--- config.mk ---
export PLATFORM = sky130hd
export DESIGN_NAME = vid_raster_gen
export DESIGN_NICKNAME = d
export VERILOG_FILES = /design/src/rtl/raster_pkg.sv /design/src/rtl/raster_hcount.sv /design/src/rtl/raster_vcount.sv /design/src/rtl/raster_window.sv /design/src/rtl/vid_raster_gen.sv
export SDC_FILE = /design/constraint.sdc
export NUM_CORES = 1
export LEC_CHECK = 0
export CAP_MARGIN = 0
export CELL_PAD_IN_SITES_DETAIL_PLACEMENT = 2
export CELL_PAD_IN_SITES_GLOBAL_PLACEMENT = 2
export CORE_MARGIN = 1.5
export CORE_UTILIZATION = 30
export CTS_BUF_LIST = sky130_fd_sc_hd__clkbuf_8
export DETAILED_ROUTE_END_ITERATION = 8
export PLACE_DENSITY = 0.79
export SKIP_LAST_GASP = 1
export SYNTH_ARGS = -nofsm -noshare
export SYNTH_HDL_FRONTEND = slang
export SYNTH_SLANG_ARGS = --single-unit
--- constraint.sdc ---
create_clock -name clk -period 4.4 [get_ports clk]
set_clock_uncertainty 0.15 [all_clocks]
set_input_delay 0.88 -clock clk [delete_from_list [all_inputs] [get_ports clk]]
set_output_delay 0.88 -clock clk [all_outputs]
set_load 0.01 [all_outputs]
--- src/rtl/raster_pkg.sv ---
package raster_pkg;

  typedef struct packed {
    logic std625;
    logic square;
  } raster_cfg_t;

  localparam int LINES_525     = 525;
  localparam int LINES_625     = 625;
  localparam int ODD_FIRST     = 23;
  localparam int ODD_LAST_525  = 262;
  localparam int EVEN_BLANK_525 = 263;
  localparam int EVEN_FIRST_525 = 285;
  localparam int EVEN_LAST_525 = 524;
  localparam int ODD_LAST_625  = 310;
  localparam int EVEN_BLANK_625 = 311;
  localparam int EVEN_FIRST_625 = 336;
  localparam int EVEN_LAST_625 = 623;

  function automatic int frame_lines(input logic std625);
    return std625 ? LINES_625 : LINES_525;
  endfunction

  function automatic int even_start(input logic std625);
    return std625 ? EVEN_BLANK_625 : EVEN_BLANK_525;
  endfunction

  function automatic logic line_on(input logic std625, input int ln);
    if (std625)
      return ((ln >= ODD_FIRST) && (ln <= ODD_LAST_625)) ||
             ((ln >= EVEN_FIRST_625) && (ln <= EVEN_LAST_625));
    return ((ln >= ODD_FIRST) && (ln <= ODD_LAST_525)) ||
           ((ln >= EVEN_FIRST_525) && (ln <= EVEN_LAST_525));
  endfunction

  // choose one of four values by standard and grid
  function automatic int pick4(input raster_cfg_t c, input int r525, input int s525,
                               input int r625, input int s625);
    if (c.std625) return c.square ? s625 : r625;
    return c.square ? s525 : r525;
  endfunction

endpackage

--- src/rtl/raster_hcount.sv ---
module raster_hcount #(
  parameter int PIX_W = 10
) (
  input  logic             clk,
  input  logic             rst,
  input  logic             adv,
  input  logic [PIX_W-1:0] total,
  output logic [PIX_W-1:0] pix_q,
  output logic [PIX_W-1:0] pix_nxt,
  output logic             line_end
);

  assign line_end = (pix_q == total - 1'b1);

  always_comb begin
    pix_nxt = pix_q;
    if (adv) pix_nxt = line_end ? '0 : pix_q + 1'b1;
  end

  always_ff @(posedge clk) begin
    if (rst) pix_q <= '0;
    else     pix_q <= pix_nxt;
  end


  pix_range_chk: assert property (@(posedge clk) disable iff (rst)
    pix_q < total);


  pix_hold_chk: assert property (@(posedge clk) disable iff (rst)
    !adv |=> $stable(pix_q));

endmodule

--- src/rtl/raster_vcount.sv ---
module raster_vcount #(
  parameter int LINE_W = 10
) (
  input  logic              clk,
  input  logic              rst,
  input  logic              adv,
  input  logic [LINE_W-1:0] last_line,
  output logic [LINE_W-1:0] line_q,
  output logic [LINE_W-1:0] line_nxt,
  output logic              frame_last
);

  assign frame_last = (line_q == last_line);

  always_comb begin
    line_nxt = line_q;
    if (adv) line_nxt = frame_last ? LINE_W'(1) : line_q + 1'b1;
  end

  always_ff @(posedge clk) begin
    if (rst) line_q <= LINE_W'(1);
    else     line_q <= line_nxt;
  end


  line_range_chk: assert property (@(posedge clk) disable iff (rst)
    (line_q >= LINE_W'(1)) && (line_q <= last_line));


  line_hold_chk: assert property (@(posedge clk) disable iff (rst)
    !adv |=> $stable(line_q));

endmodule

--- src/rtl/raster_window.sv ---
module raster_window
  import raster_pkg::*;
#(
  parameter int PIX_W  = 10,
  parameter int LINE_W = 10
) (
  input  raster_cfg_t       cfg,
  input  logic [PIX_W-1:0]  pix,
  input  logic [PIX_W-1:0]  first_active,
  input  logic [LINE_W-1:0] line,
  output logic              in_window,
  output logic              even_field
);

  always_comb begin
    in_window  = (pix >= first_active) && line_on(cfg.std625, int'(line));
    even_field = int'(line) >= even_start(cfg.std625);
  end

endmodule

--- src/rtl/vid_raster_gen.sv ---
module vid_raster_gen
  import raster_pkg::*;
#(
  parameter int PIX_W        = 10,
  parameter int LINE_W       = 10,
  parameter int TOT_525_RECT = 858,
  parameter int ACT_525_RECT = 720,
  parameter int TOT_525_SQ   = 780,
  parameter int ACT_525_SQ   = 640,
  parameter int TOT_625_RECT = 864,
  parameter int ACT_625_RECT = 720,
  parameter int TOT_625_SQ   = 944,
  parameter int ACT_625_SQ   = 768
) (
  input  logic              clk,
  input  logic              rst,
  input  logic              pix_en,
  input  logic              sel_625,
  input  logic              sel_square,
  output logic [PIX_W-1:0]  pix_cnt,
  output logic [LINE_W-1:0] line_cnt,
  output logic              field_even,
  output logic              active_video
);

  raster_cfg_t       cfg_q, cfg_in, cfg_nxt;
  logic [PIX_W-1:0]  tot_cur, start_cur, start_nxt, pix_q, pix_nxt;
  logic [LINE_W-1:0] last_cur, line_q, line_nxt;
  logic              line_end, frame_last, line_step, frame_wrap;
  logic              act_nxt, act_q, win_cur, unused_even_nxt;

  function automatic logic [PIX_W-1:0] total_of(input raster_cfg_t c);
    return PIX_W'(pick4(c, TOT_525_RECT, TOT_525_SQ, TOT_625_RECT, TOT_625_SQ));
  endfunction

  function automatic logic [PIX_W-1:0] start_of(input raster_cfg_t c);
    return PIX_W'(pick4(c, TOT_525_RECT - ACT_525_RECT, TOT_525_SQ - ACT_525_SQ,
                        TOT_625_RECT - ACT_625_RECT, TOT_625_SQ - ACT_625_SQ));
  endfunction

  assign cfg_in     = '{std625: sel_625, square: sel_square};
  assign tot_cur    = total_of(cfg_q);
  assign start_cur  = start_of(cfg_q);
  assign last_cur   = LINE_W'(frame_lines(cfg_q.std625));
  assign line_step  = pix_en & line_end;
  assign frame_wrap = line_step & frame_last;
  assign cfg_nxt    = frame_wrap ? cfg_in : cfg_q;
  assign start_nxt  = start_of(cfg_nxt);

  raster_hcount #(.PIX_W(PIX_W)) u_h (
    .clk(clk), .rst(rst), .adv(pix_en), .total(tot_cur),
    .pix_q(pix_q), .pix_nxt(pix_nxt), .line_end(line_end)
  );

  raster_vcount #(.LINE_W(LINE_W)) u_v (
    .clk(clk), .rst(rst), .adv(line_step), .last_line(last_cur),
    .line_q(line_q), .line_nxt(line_nxt), .frame_last(frame_last)
  );

  // decode of the state about to be entered
  raster_window #(.PIX_W(PIX_W), .LINE_W(LINE_W)) u_wn (
    .cfg(cfg_nxt), .pix(pix_nxt), .first_active(start_nxt), .line(line_nxt),
    .in_window(act_nxt), .even_field(unused_even_nxt)
  );

  // decode of the state currently shown
  raster_window #(.PIX_W(PIX_W), .LINE_W(LINE_W)) u_wc (
    .cfg(cfg_q), .pix(pix_q), .first_active(start_cur), .line(line_q),
    .in_window(win_cur), .even_field(field_even)
  );

  always_ff @(posedge clk) begin
    if (rst) begin
      cfg_q <= cfg_in;
      act_q <= 1'b0;
    end else begin
      cfg_q <= cfg_nxt;
      act_q <= act_nxt;
    end
  end

  assign pix_cnt      = pix_q;
  assign line_cnt     = line_q;
  assign active_video = act_q;


  cfg_frame_only_chk: assert property (@(posedge clk) disable iff (rst)
    !frame_wrap |=> $stable(cfg_q));


  act_aligned_chk: assert property (@(posedge clk) disable iff (rst)
    active_video == win_cur);


  field_edge_chk: assert property (@(posedge clk) disable iff (rst)
    $rose(field_even) |-> (int'(line_q) == even_start(cfg_q.std625)));


  reset_state_chk: assert property (@(posedge clk)
    rst |=> (pix_cnt == '0) && (line_cnt == LINE_W'(1)) && !active_video);


  frame_start_chk: assert property (@(posedge clk) disable iff (rst)
    frame_wrap |=> (line_cnt == LINE_W'(1)) && (pix_cnt == '0) && !field_even);

endmodule

**Word-level counts from Yosys, hierarchy flattened**

Cells that the tools add are included.
W data, S select, Z words.

- Register bits after elaboration: 23
- Word-level logic and storage cells: 48
- Bits of input ports: 5

- $add $sub $neg: 3
- $lt $le $gt $ge: 9
- Reduce and logical (&&, ||, !) cells: 7
- Bitwise logic cells: 2
- Muxes and demuxes: 20
- Equality and inequality tests: 2

Operator list:

| kind | count |
|---|---|
| $mux W10 | 7 |
| $ge A11 B32 Y1 | 1 |
| $add A10 B1 Y10 const B | 2 |
| $eq A10 B10 Y1 | 2 |
| $ge A10 B9 Y1 const B | 2 |
| $le A10 B10 Y1 const B | 2 |
| $le A10 B9 Y1 const B | 2 |
| $mux W8 | 2 |
| $mux W7 | 2 |
| $mux W6 | 2 |
| $ge A10 B10 Y1 | 1 |
| $ge A10 B5 Y1 const B | 1 |
| $sub A10 B1 Y10 const B | 1 |
| $logic_and A1 B1 Y1 | 5 |
| $mux W1 | 4 |
| $mux W2 | 2 |
| $mux W3 | 1 |
| $and A1 B1 Y1 | 2 |
| $logic_or A1 B1 Y1 | 2 |

**Logic depth before layout (Yosys ltp)**

Gate-level depths: netlist (run 1).

- Word-level depth: 13
- Depth in mapped cells: 17

**Cells and area by module**

A second synthesis (run 1) with hierarchy kept.

- Cells, all modules: 356
- Area total of the unflattened synthesis: 2837.7 µm²

By module, submodules not included:

| module | area each (µm²) | cells each | seq. area each (µm²) | instances |
|---|---|---|---|---|
| raster_window | 469.2 | 67 | 0.0 | 2 |
| raster_hcount | 898.4 | 114 | 200.2 | 1 |
| raster_vcount | 711.9 | 78 | 200.2 | 1 |
| vid_raster_gen | 289.0 | 30 | 60.1 | 1 |

**Least setup slack after synthesis (run 1)**

OpenSTA, ideal clock, no wires.

- Path type: input-to-reg
- Start: input pix_en
- End: register act_q (netlist: active_video)
- Arrival time: 3.390 ns
- Path buffers: 2
- Path slack: 0.723 ns
- Stages: 16
- Cell sequence: clkbuf_1 -> inv_1 -> a2111oi_1 -> buf_4 -> nand3_1 -> o21ai_1 -> inv_1 -> nand2_1 -> ha_1 -> a21boi_0 -> o21a_1 -> o21a_1 -> o21ai_0 -> o211ai_1 -> a211oi_1 -> a2111oi_2

- Word-level cells in the longest chain between the ends: 8

Ends and longest elaborated chain:

| what | RTL line | RTL |
|---|---|---|
| start, declared | vid_raster_gen.sv:17 | `input logic pix_en,` |
| $and A1 B1 Y1 | vid_raster_gen.sv:45 | `assign line_step = pix_en & line_end;` |
| $and A1 B1 Y1 or $mux W10 (tied branches) | vid_raster_gen.sv:46, raster_vcount.sv:17 |  |
| $mux W2 (tied with other cells) | vid_raster_gen.sv:47 | `assign cfg_nxt = frame_wrap ? cfg_in : cfg_q;` |
| $mux W6 (tied with other cells) | raster_pkg.sv:39 | `if (c.std625) return c.square ? s625 : r625;` |
| $mux W8 or $logic_or A1 B1 Y1 (tied branches) | raster_pkg.sv:39, raster_pkg.sv:30 |  |
| $mux W10 or $mux W1 (tied branches) | raster_pkg.sv:40, raster_pkg.sv:29 |  |
| $ge A10 B10 Y1 or $mux W1 (tied branches) | raster_window.sv:16, raster_pkg.sv:32 |  |
| $logic_and A1 B1 Y1 (*) | raster_window.sv:16 | `in_window = (pix >= first_active) && line_on(cfg.std625, int'(line));` |
| end signal, assigned | vid_raster_gen.sv:78 | `act_q <= act_nxt;` |
| end, declared | vid_raster_gen.sv:30 | `logic act_nxt, act_q, win_cur, unused_even_nxt;` |

Every way passes the cells marked *; elsewhere a longest branch is shown, timed or not. The select of a mux whose other input is x is not followed.
A chain may end at the register's enable or synchronous reset.

**Final worst setup path (run 1)**

- Start: register cfg_q[1] (netlist name)
- End: register act_q (netlist: active_video)

- Word-level cells in the longest chain between the ends: 12

Ends and longest elaborated chain:

| what | RTL line | RTL |
|---|---|---|
| start, declared | vid_raster_gen.sv:26 | `raster_cfg_t cfg_q, cfg_in, cfg_nxt;` |
| start signal, assigned | vid_raster_gen.sv:74 | `cfg_q <= cfg_in;` |
| start signal, assigned | vid_raster_gen.sv:77 | `cfg_q <= cfg_nxt;` |
| $mux W10 or $mux W1 (tied branches) | - |  |
| $mux W10 | raster_pkg.sv:40 | `return c.square ? s525 : r525;` |
| $sub A10 B1 Y10 | raster_hcount.sv:13 | `assign line_end = (pix_q == total - 1'b1);` |
| $eq A10 B10 Y1 | raster_hcount.sv:13 |  |
| $and A1 B1 Y1 | vid_raster_gen.sv:45 |  |
| $and A1 B1 Y1 or $mux W10 (tied branches) | vid_raster_gen.sv:46, raster_vcount.sv:17 |  |
| $mux W2 (tied with other cells) | vid_raster_gen.sv:47 |  |
| $mux W6 (tied with other cells) | raster_pkg.sv:39 |  |
| $mux W8 or $logic_or A1 B1 Y1 (tied branches) | raster_pkg.sv:39, raster_pkg.sv:30 |  |
| $mux W10 or $mux W1 (tied branches) | raster_pkg.sv:40, raster_pkg.sv:29 |  |
| $ge A10 B10 Y1 or $mux W1 (tied branches) | raster_window.sv:16, raster_pkg.sv:32 |  |
| $logic_and A1 B1 Y1 (*) | raster_window.sv:16 |  |

Marked as above.

==> results of run 1 <==
[final cells by class]
| type | instances | area (sq um) | share of cell area, % |
|---|---|---|---|
| tap | 75 | 93.84 | 4.141 |
| clock inverter | 1 | 5.005 | 0.2209 |
| timing repair buffer | 35 | 327.8 | 14.47 |
| inverter | 7 | 26.28 | 1.160 |
| clock buffer | 3 | 41.29 | 1.822 |
| multi-input combinational | 199 | 1311 | 57.87 |
| sequential | 23 | 460.4 | 20.32 |
[layout by cell type (no fill, tap or decap), types with 3 or more instances in the layout]
cell | synthesis | routed
sky130_fd_sc_hd__nand3_1 | 8 | 8
sky130_fd_sc_hd__xor2_1 | 5 | 5
sky130_fd_sc_hd__dfxtp_1 | 23 | 23
sky130_fd_sc_hd__a31oi_1 | 7 | 7
sky130_fd_sc_hd__inv_1 | 7 | 7
sky130_fd_sc_hd__nand4_1 | 5 | 5
sky130_fd_sc_hd__o21ai_1 | 3 | 3
sky130_fd_sc_hd__nor2_1 | 37 | 37
sky130_fd_sc_hd__nor4bb_1 | 4 | 4
sky130_fd_sc_hd__ha_1 | 10 | 10
sky130_fd_sc_hd__nand2_1 | 20 | 20
sky130_fd_sc_hd__xnor2_1 | 7 | 7
sky130_fd_sc_hd__nand2b_1 | 5 | 5
sky130_fd_sc_hd__a21oi_1 | 10 | 10
sky130_fd_sc_hd__clkbuf_8 | 0 | 3
sky130_fd_sc_hd__o21a_1 | 4 | 4
sky130_fd_sc_hd__mux2_2 | 3 | 3
sky130_fd_sc_hd__buf_4 | 1 | 9
sky130_fd_sc_hd__and3_1 | 3 | 3
sky130_fd_sc_hd__nor2b_1 | 3 | 3
sky130_fd_sc_hd__clkdlybuf4s50_1 | 0 | 26
sky130_fd_sc_hd__o21ai_0 | 13 | 13
sky130_fd_sc_hd__nor4_1 | 3 | 3
sky130_fd_sc_hd__nor3_1 | 4 | 4
sky130_fd_sc_hd__a2111oi_2 | 2 | 3
[critical path: cells and delay by family, from the launching register on]
family,cells,cell delay [ns]
mux,1,0.40
buf+inv,1,0.15
fa+ha+maj,2,0.57
simple gates,4,0.78
flops,1,0.50
compound gates,8,1.29
[stage by stage]
| stage | hold WS, ns | util, % | instances |
|---|---|---|---|
| after floorplan | 0.3997 | - | 240 |
| after global placement | 0.4523 | 37.40 | 339 |
| after detailed placement | 0.4731 | 37.40 | 339 |
| after CTS | 0.4868 | 38.19 | 343 |
| after global routing | 0.5326 | 38.27 | 343 |
| final | 0.4869 | 38.27 | 343 |
[sequential cells by signal (all words and copies together), names as in the netlist]
signal and cells:
cfg_q 2, active_video 1, u_v.line_q 10, u_h.pix_q 10
[worst max path at each step]
stage / startpoint / endpoint / slack (ns) / depth (start not counted)
finish: cfg_q[1] / active_video / 0.43 / 16
global route: cfg_q[1] / active_video / 0.08 / 16
CTS: u_h.pix_q[2] / active_video / 0.26 / 16
detailed placement: u_h.pix_q[2] / active_video / 0.29 / 16
global placement: u_h.pix_q[2] / active_video / 0.47 / 16
floorplan: pix_en / active_video / 0.72 / 16
[layer usage]
layer | up-vias | global-route usage [%] | wire [microns]
li1 | 943 | - | -
met1 | 980 | 25.94 | 2928
met2 | 29 | 39.75 | 3322
met3 | 15 | 2.921 | 136
met4 | 0 | 5.862 | 139
met5 | - | 0 | 0
[where the power goes]
part	switching [uW]	internal, uW
Clock	76.4	63.5
Sequential	7.36	212
Combinational	30.9	26.6
[cells by family after synthesis]
logic type      share of synthesized area, %
compound gates                         27.00
xor+xnor                               5.699
fa+ha+maj                              6.784
buf+inv                                4.478
flops                                  24.97
mux                                    1.832
simple gates                           29.24
==> run summary, run 1 <==
run status: complete, no violations
clock transition at the registers of the reported paths: 0.09 ns
height of the die: 81.41 microns
insertion delay of the later-clocked pin in the worst-skew pair: 0.27 ns
unrepaired setup endpoints after global routing: no
Min-Delay Path Depth: 2
top cell types by occurrence after synthesis: sky130_fd_sc_hd__nor2_1 (37), sky130_fd_sc_hd__dfxtp_1 (23), sky130_fd_sc_hd__nand2_1 (20), sky130_fd_sc_hd__o21ai_0 (13)
Yosys warning total: 0
number of violations of the max-capacitance limit: 0
overall overflow remaining after global route: 0
type of the tightest min-delay check: register to register
maximum root-to-sink buffer count: 2
slowest cell on the critical path: sky130_fd_sc_hd__dfxtp_1
Pre-antenna DRT Iters: 4
Worst-Margin Slew: 0.4890 ns
number of buffers added on ports: 26
full die area: 0.006627 sq mm
number of synthesized flops with an enable pin: 0
first-pass GRT wire length: 10.85 mm
netlist area before placement: 0.001844 sq mm
post-synth net total: 255
cell with the most instances after synthesis: sky130_fd_sc_hd__nor2_1
number of buffers inserted for hold repair after clock tree synthesis: 0
Worst Reg-to-Reg Cells: 16
CTS tree: done
mean area per synthesized cell: 7.684 sq um
Post-DP Area: 0.002215 sq mm
post-CTS setup buffer count: 0
predominant post-synthesis flop cell: sky130_fd_sc_hd__dfxtp_1
TritonCTS Buffers: 3
starting utilization of the core area: 31.15%
number of nets in the layout: 284
post-synthesis cell type with the largest combined area: sky130_fd_sc_hd__dfxtp_1
CP endpoint kind: register
I/O pin cnt: 27
Place WS: 0.2948 ns
VDD IR max: 0.1123 mV
type of the worst setup path: register to register
final critical path time including I/O delays and setup: 3.974 ns
number of fill cells in the layout: 713
WHS Endpoint: u_h.pix_q[9]
area share of the leading cell type in the synthesized netlist: 24.97%
gate count of the mapped netlist: 240
Rel. slew slack: 67.36%
final-report setup violation count: 0
worst endpoint data arrival time: 3.97 ns
total clock sinks: 23
worst reg2reg startpoint: cfg_q[1]
register-to-register setup slack: 0.43 ns
Detailed Place HPWL: 5.117 mm
share of async-settable or async-resettable flops after synthesis: 0%
setup slack after layout: 0.4264 ns
post-synthesis sequential element count: 23
number of distinct standard cells referenced by the synthesized netlist: 60
count of nets left with antenna violations after detail routing: 0
core box area: 0.005921 sq mm
number of antenna violations at the first check in global routing: 0
maximum fanout count along the critical path: 8
Power per Cell Area: 183.8 mW/mm^2
largest net degree at the start of global routing: 17
vias in the first global route: 2082
PnR Total Power: 416.6 uW
GRT Overall Usage: 21.62%
number of DRC markers after the initial detailed-route iteration: 89
highest attainable clock frequency: 251.7 MHz
Hold Startpoint: u_h.pix_q[9]
Max stage delay on crit path: 0.50 ns
number of failing hold endpoints at the final stage: 0
leakage component of the power: 0.0008166 uW
# rows: 28
Crit path required time: 4.39 ns
post-DR vias/cell: 5.735
Gates resized, CTS repair: 0
Clock Tree Root: sky130_fd_sc_hd__clkbuf_8
fraction of the yosys area taken by sequential cells: 24.97%
capture instance of the worst register-to-register path: active_video
CTS H-tree depth: 1
total number of vias: 1967
crit path cell chain: inv_1 > ha_1 > nor4bb_1 > o2111ai_1 > nor2_1 > mux2_2 > nor2_1 > ha_1 > nand2_1 > a21boi_0 > o21a_1 > o21a_1 > o21ai_0 > o211ai_1 > a211oi_1 > a2111oi_2
drt wl/cell: 19.03 microns
share of cells above drive strength 1: 10.07%
post-route DRC violation count: 0
final antenna diode count: 0
Startpoint Class: register
horizontal extent of the die: 81.41 microns
layout overhead on the synthesized area: 22.86%
crit share post-route: 90.31%
Post-Route WL: 6.527 mm
Area contributors post-synth: sky130_fd_sc_hd__dfxtp_1 (25%), sky130_fd_sc_hd__nor2_1 (7.5%), sky130_fd_sc_hd__ha_1 (6.8%)
fin. max-slew vios: 0
Routability Congestion: 0.8376
aggregate negative setup slack: 0 ns
final instance area: 0.002266 sq mm
No activity file was read; power rests on OpenSTA's default activity.
==> inputs of run 2 (changes only) <==
--- a/config.mk
+++ b/config.mk
@@ -12,6 +12,7 @@
 export CORE_UTILIZATION = 30
 export CTS_BUF_LIST = sky130_fd_sc_hd__clkbuf_8
 export DETAILED_ROUTE_END_ITERATION = 8
+export GPL_ROUTABILITY_DRIVEN = 0
 export PLACE_DENSITY = 0.79
 export SKIP_LAST_GASP = 1
 export SYNTH_ARGS = -nofsm -noshare
==> results of run 2 <==
No change in the layout: final DEF, timing and power equal those of run 1.
==> inputs of run 3 (changes only) <==
--- a/config.mk
+++ b/config.mk
@@ -13,8 +13,10 @@
 export CTS_BUF_LIST = sky130_fd_sc_hd__clkbuf_8
 export DETAILED_ROUTE_END_ITERATION = 8
 export GPL_ROUTABILITY_DRIVEN = 0
-export PLACE_DENSITY = 0.79
+export HOLD_SLACK_MARGIN = 0.08
+export PLACE_DENSITY = 0.73
 export SKIP_LAST_GASP = 1
 export SYNTH_ARGS = -nofsm -noshare
 export SYNTH_HDL_FRONTEND = slang
+export SYNTH_HIERARCHICAL = 1
 export SYNTH_SLANG_ARGS = --single-unit
==> run summary, run 3 <==
overall overflow remaining after global route: 0 (unchanged)
drt wl/cell: 16.70 microns (-12%)
final core occ: 39.70% (+1.4 points)
total clock sinks: 23 (unchanged)
total number of vias: 2275 (+16%)
maximum fanout count along the critical path: 8 (unchanged)
post-DR vias/cell: 5.147 (-10%)
number of failing hold endpoints at the final stage: 0 (unchanged)
full die area: 0.008428 sq mm (+27%)
layout overhead on the synthesized area: 28.98%
# rows: 32 (+14%)
crit share post-route: 93.51% (+3.2 points)
number of fill cells in the layout: 887 (+24%)
CTS H-tree depth: 1 (unchanged)
Rel. slew slack: 60.21% (-7.1 points)
multi-input combinational cell area: 0.001949 sq mm (+49%)
Detailed Place HPWL: 5.705 mm (+11%)
vias in the first global route: 2462 (+18%)
leading cell types in the layout, fill and taps excluded: sky130_fd_sc_hd__clkdlybuf4s50_1 (26), sky130_fd_sc_hd__xnor2_1 (26), sky130_fd_sc_hd__inv_1 (23), sky130_fd_sc_hd__dfxtp_1 (22), sky130_fd_sc_hd__nor2_1 (20)
number of antenna violations at the first check in global routing: 0 (unchanged)
first-pass GRT wire length: 12.18 mm (+12%)
run status: complete, no violations
worst reg2reg startpoint: cfg_q[0]
core box area: 0.007687 sq mm (+30%)
Yosys warning total: 6 (+6)
worst endpoint data arrival time: 4.13 ns (+0.16 ns)
Clock Tree Root: sky130_fd_sc_hd__clkbuf_8
fin. max-slew vios: 0 (unchanged)
number of nets in the layout: 365 (+29%)
leakage component of the power: 0.001173 uW (+44%)
aggregate negative setup slack: 0 ns (unchanged)
horizontal extent of the die: 91.81 microns (+13%)
share of cells above drive strength 1: 19.41% (+9.3 points)
unrepaired setup endpoints after global routing: no
VDD IR max: 0.1030 mV (-8.3%)
height of the die: 91.81 microns (+13%)
register-to-register setup slack: 0.29 ns (-0.14 ns)
I/O pin cnt: 27 (unchanged)
GRT Overall Usage: 17.78% (-3.8 points)
final-report setup violation count: 0 (unchanged)
number of violations of the max-capacitance limit: 0 (unchanged)
post-route DRC violation count: 0 (unchanged)
WHS Endpoint: u_h/pix_q[1]
final antenna diode count: 0 (unchanged)
CP endpoint kind: register
number of buffers inserted for hold repair after clock tree synthesis: 0 (unchanged)
number of buffers added on ports: 26 (unchanged)
mean area per synthesized cell: 8.187 sq um (+6.5%)
maximum root-to-sink buffer count: 2 (unchanged)
largest registers: u_h/pix_q x10, u_v/line_q x10, cfg_q x2
highest attainable clock frequency: 243.0 MHz (-3.4%)
final critical path time including I/O delays and setup: 4.115 ns (+0.1409 ns)
Min-Delay Path Depth: 2 (unchanged)
Worst-Margin Slew: 0.5948 ns (+0.1058 ns)
Power per Cell Area: 169.2 mW/mm^2 (-8.0%)
largest net degree at the start of global routing: 18 (+1)
starting utilization of the core area: 30.78% (-0.37 points)
number of DRC markers after the initial detailed-route iteration: 99 (+11%)
CTS tree: done
type of the tightest min-delay check: register to register
gate count of the mapped netlist: 289 (+20%)
count of nets left with antenna violations after detail routing: 0 (unchanged)
capture instance of the worst register-to-register path: active_video
clock transition at the registers of the reported paths: 0.10 ns (about the same)
Post-Route WL: 7.381 mm (+13%)
Worst Reg-to-Reg Cells: 19 (+3)
Startpoint Class: register
register area: 461.7 sq um (+0.27%)
Crit path required time: 4.42 ns (+0.03 ns)
Pre-antenna DRT Iters: 4 (unchanged)
netlist area before placement: 0.002366 sq mm (+28%)
type of the worst setup path: register to register
insertion delay of the later-clocked pin in the worst-skew pair: 0.27 ns (about the same)
Hold Startpoint: u_h/pix_q[1]
TritonCTS Buffers: 3 (unchanged)
-- run 3: how the worst max path moves through the flow --
| stage | start | to | slack, ns | cells past startpoint |
|---|---|---|---|---|
| 4_1_cts | cfg_q[0] | active_video | 0.02 | 19 |
| 3_5_place_dp | cfg_q[0] | active_video | -0.02 | 20 |
| 6_report | cfg_q[0] | active_video | 0.29 | 19 |
| 3_3_place_gp | cfg_q[0] | active_video | 0.20 | 20 |
| 5_1_grt | cfg_q[0] | active_video | 0.002 | 19 |
| 2_1_floorplan | cfg_q[1] | active_video | 0.05 | 19 |
-- run 3: repair_timing --
item | 4_1_cts | 5_1_grt
setup buffers | 0 | 1
resized for setup | 2 | 24
cloned | 0 | 0
pin swaps | 0 | 5
endpoints found under the setup margin | 1 | 1
-- run 3: layout make-up --
| type | count | share of cell area [%] |
|---|---|---|
| well taps | 102 | 4.182 |
| repair buffers | 41 | 12.34 |
| inverters | 24 | 2.952 |
| clock inverters | 1 | 0.1640 |
| multi-input cells | 248 | 63.88 |
| flip-flops and latches | 23 | 15.13 |
| clock buffers | 3 | 1.353 |
-- run 3: power breakdown --
part,total (uW),switching (uW),internal (uW)
Clock,137,73.6,63.3
Combinational,162,92.2,69.6
Sequential,218,5.67,212
-- run 3: per-layer routing --
layer	global-route usage [%]	share of wire (%)	wire [microns]	vias up
met2	29.98	49	3631	20
li1	-	-	-	1120
met3	0.8292	1.4	102	2
met5	0	0	0	-
met1	25.05	49	3614	1133
met4	3.846	0.45	33	0
-- run 3: stage by stage --
stage | cell area, sq um | power (uW) | setup WS, ns | cells | hold slack [ns]
CTS | 2919 | 510.8 | 0.02374 | 441 | 0.5082
global route | 3052 | 548.3 | 0.002373 | 442 | 0.5658
detailed placement | 2864 | 370.3 | -0.02328 | 437 | 0.4927
floorplan | 2434 | 322.5 | 0.05336 | 304 | 0.4142
finish | 3052 | 516.3 | 0.2855 | 442 | 0.5178
global placement | 2864 | 363.5 | 0.1992 | 437 | 0.4644
-- run 3: worst max-delay path, cell delays in order (launching register included) --
cell and delay, ns:
sky130_fd_sc_hd__dfxtp_1 0.35, sky130_fd_sc_hd__inv_1 0.06, sky130_fd_sc_hd__ha_1 0.22, sky130_fd_sc_hd__or2_4 0.27
sky130_fd_sc_hd__or2_0 0.21, sky130_fd_sc_hd__a221o_1 0.36, sky130_fd_sc_hd__o311ai_4 0.10, sky130_fd_sc_hd__nor2_1 0.10
sky130_fd_sc_hd__nor3_2 0.23, sky130_fd_sc_hd__and2_4 0.24, sky130_fd_sc_hd__nand2_2 0.11, sky130_fd_sc_hd__nor3_2 0.20
sky130_fd_sc_hd__xnor2_1 0.20, sky130_fd_sc_hd__a21oi_2 0.09, sky130_fd_sc_hd__or3_4 0.43, sky130_fd_sc_hd__a21oi_2 0.11
sky130_fd_sc_hd__nor3_1 0.06, sky130_fd_sc_hd__nor4_1 0.28, sky130_fd_sc_hd__nor3_1 0.07, sky130_fd_sc_hd__nor2b_1 0.13
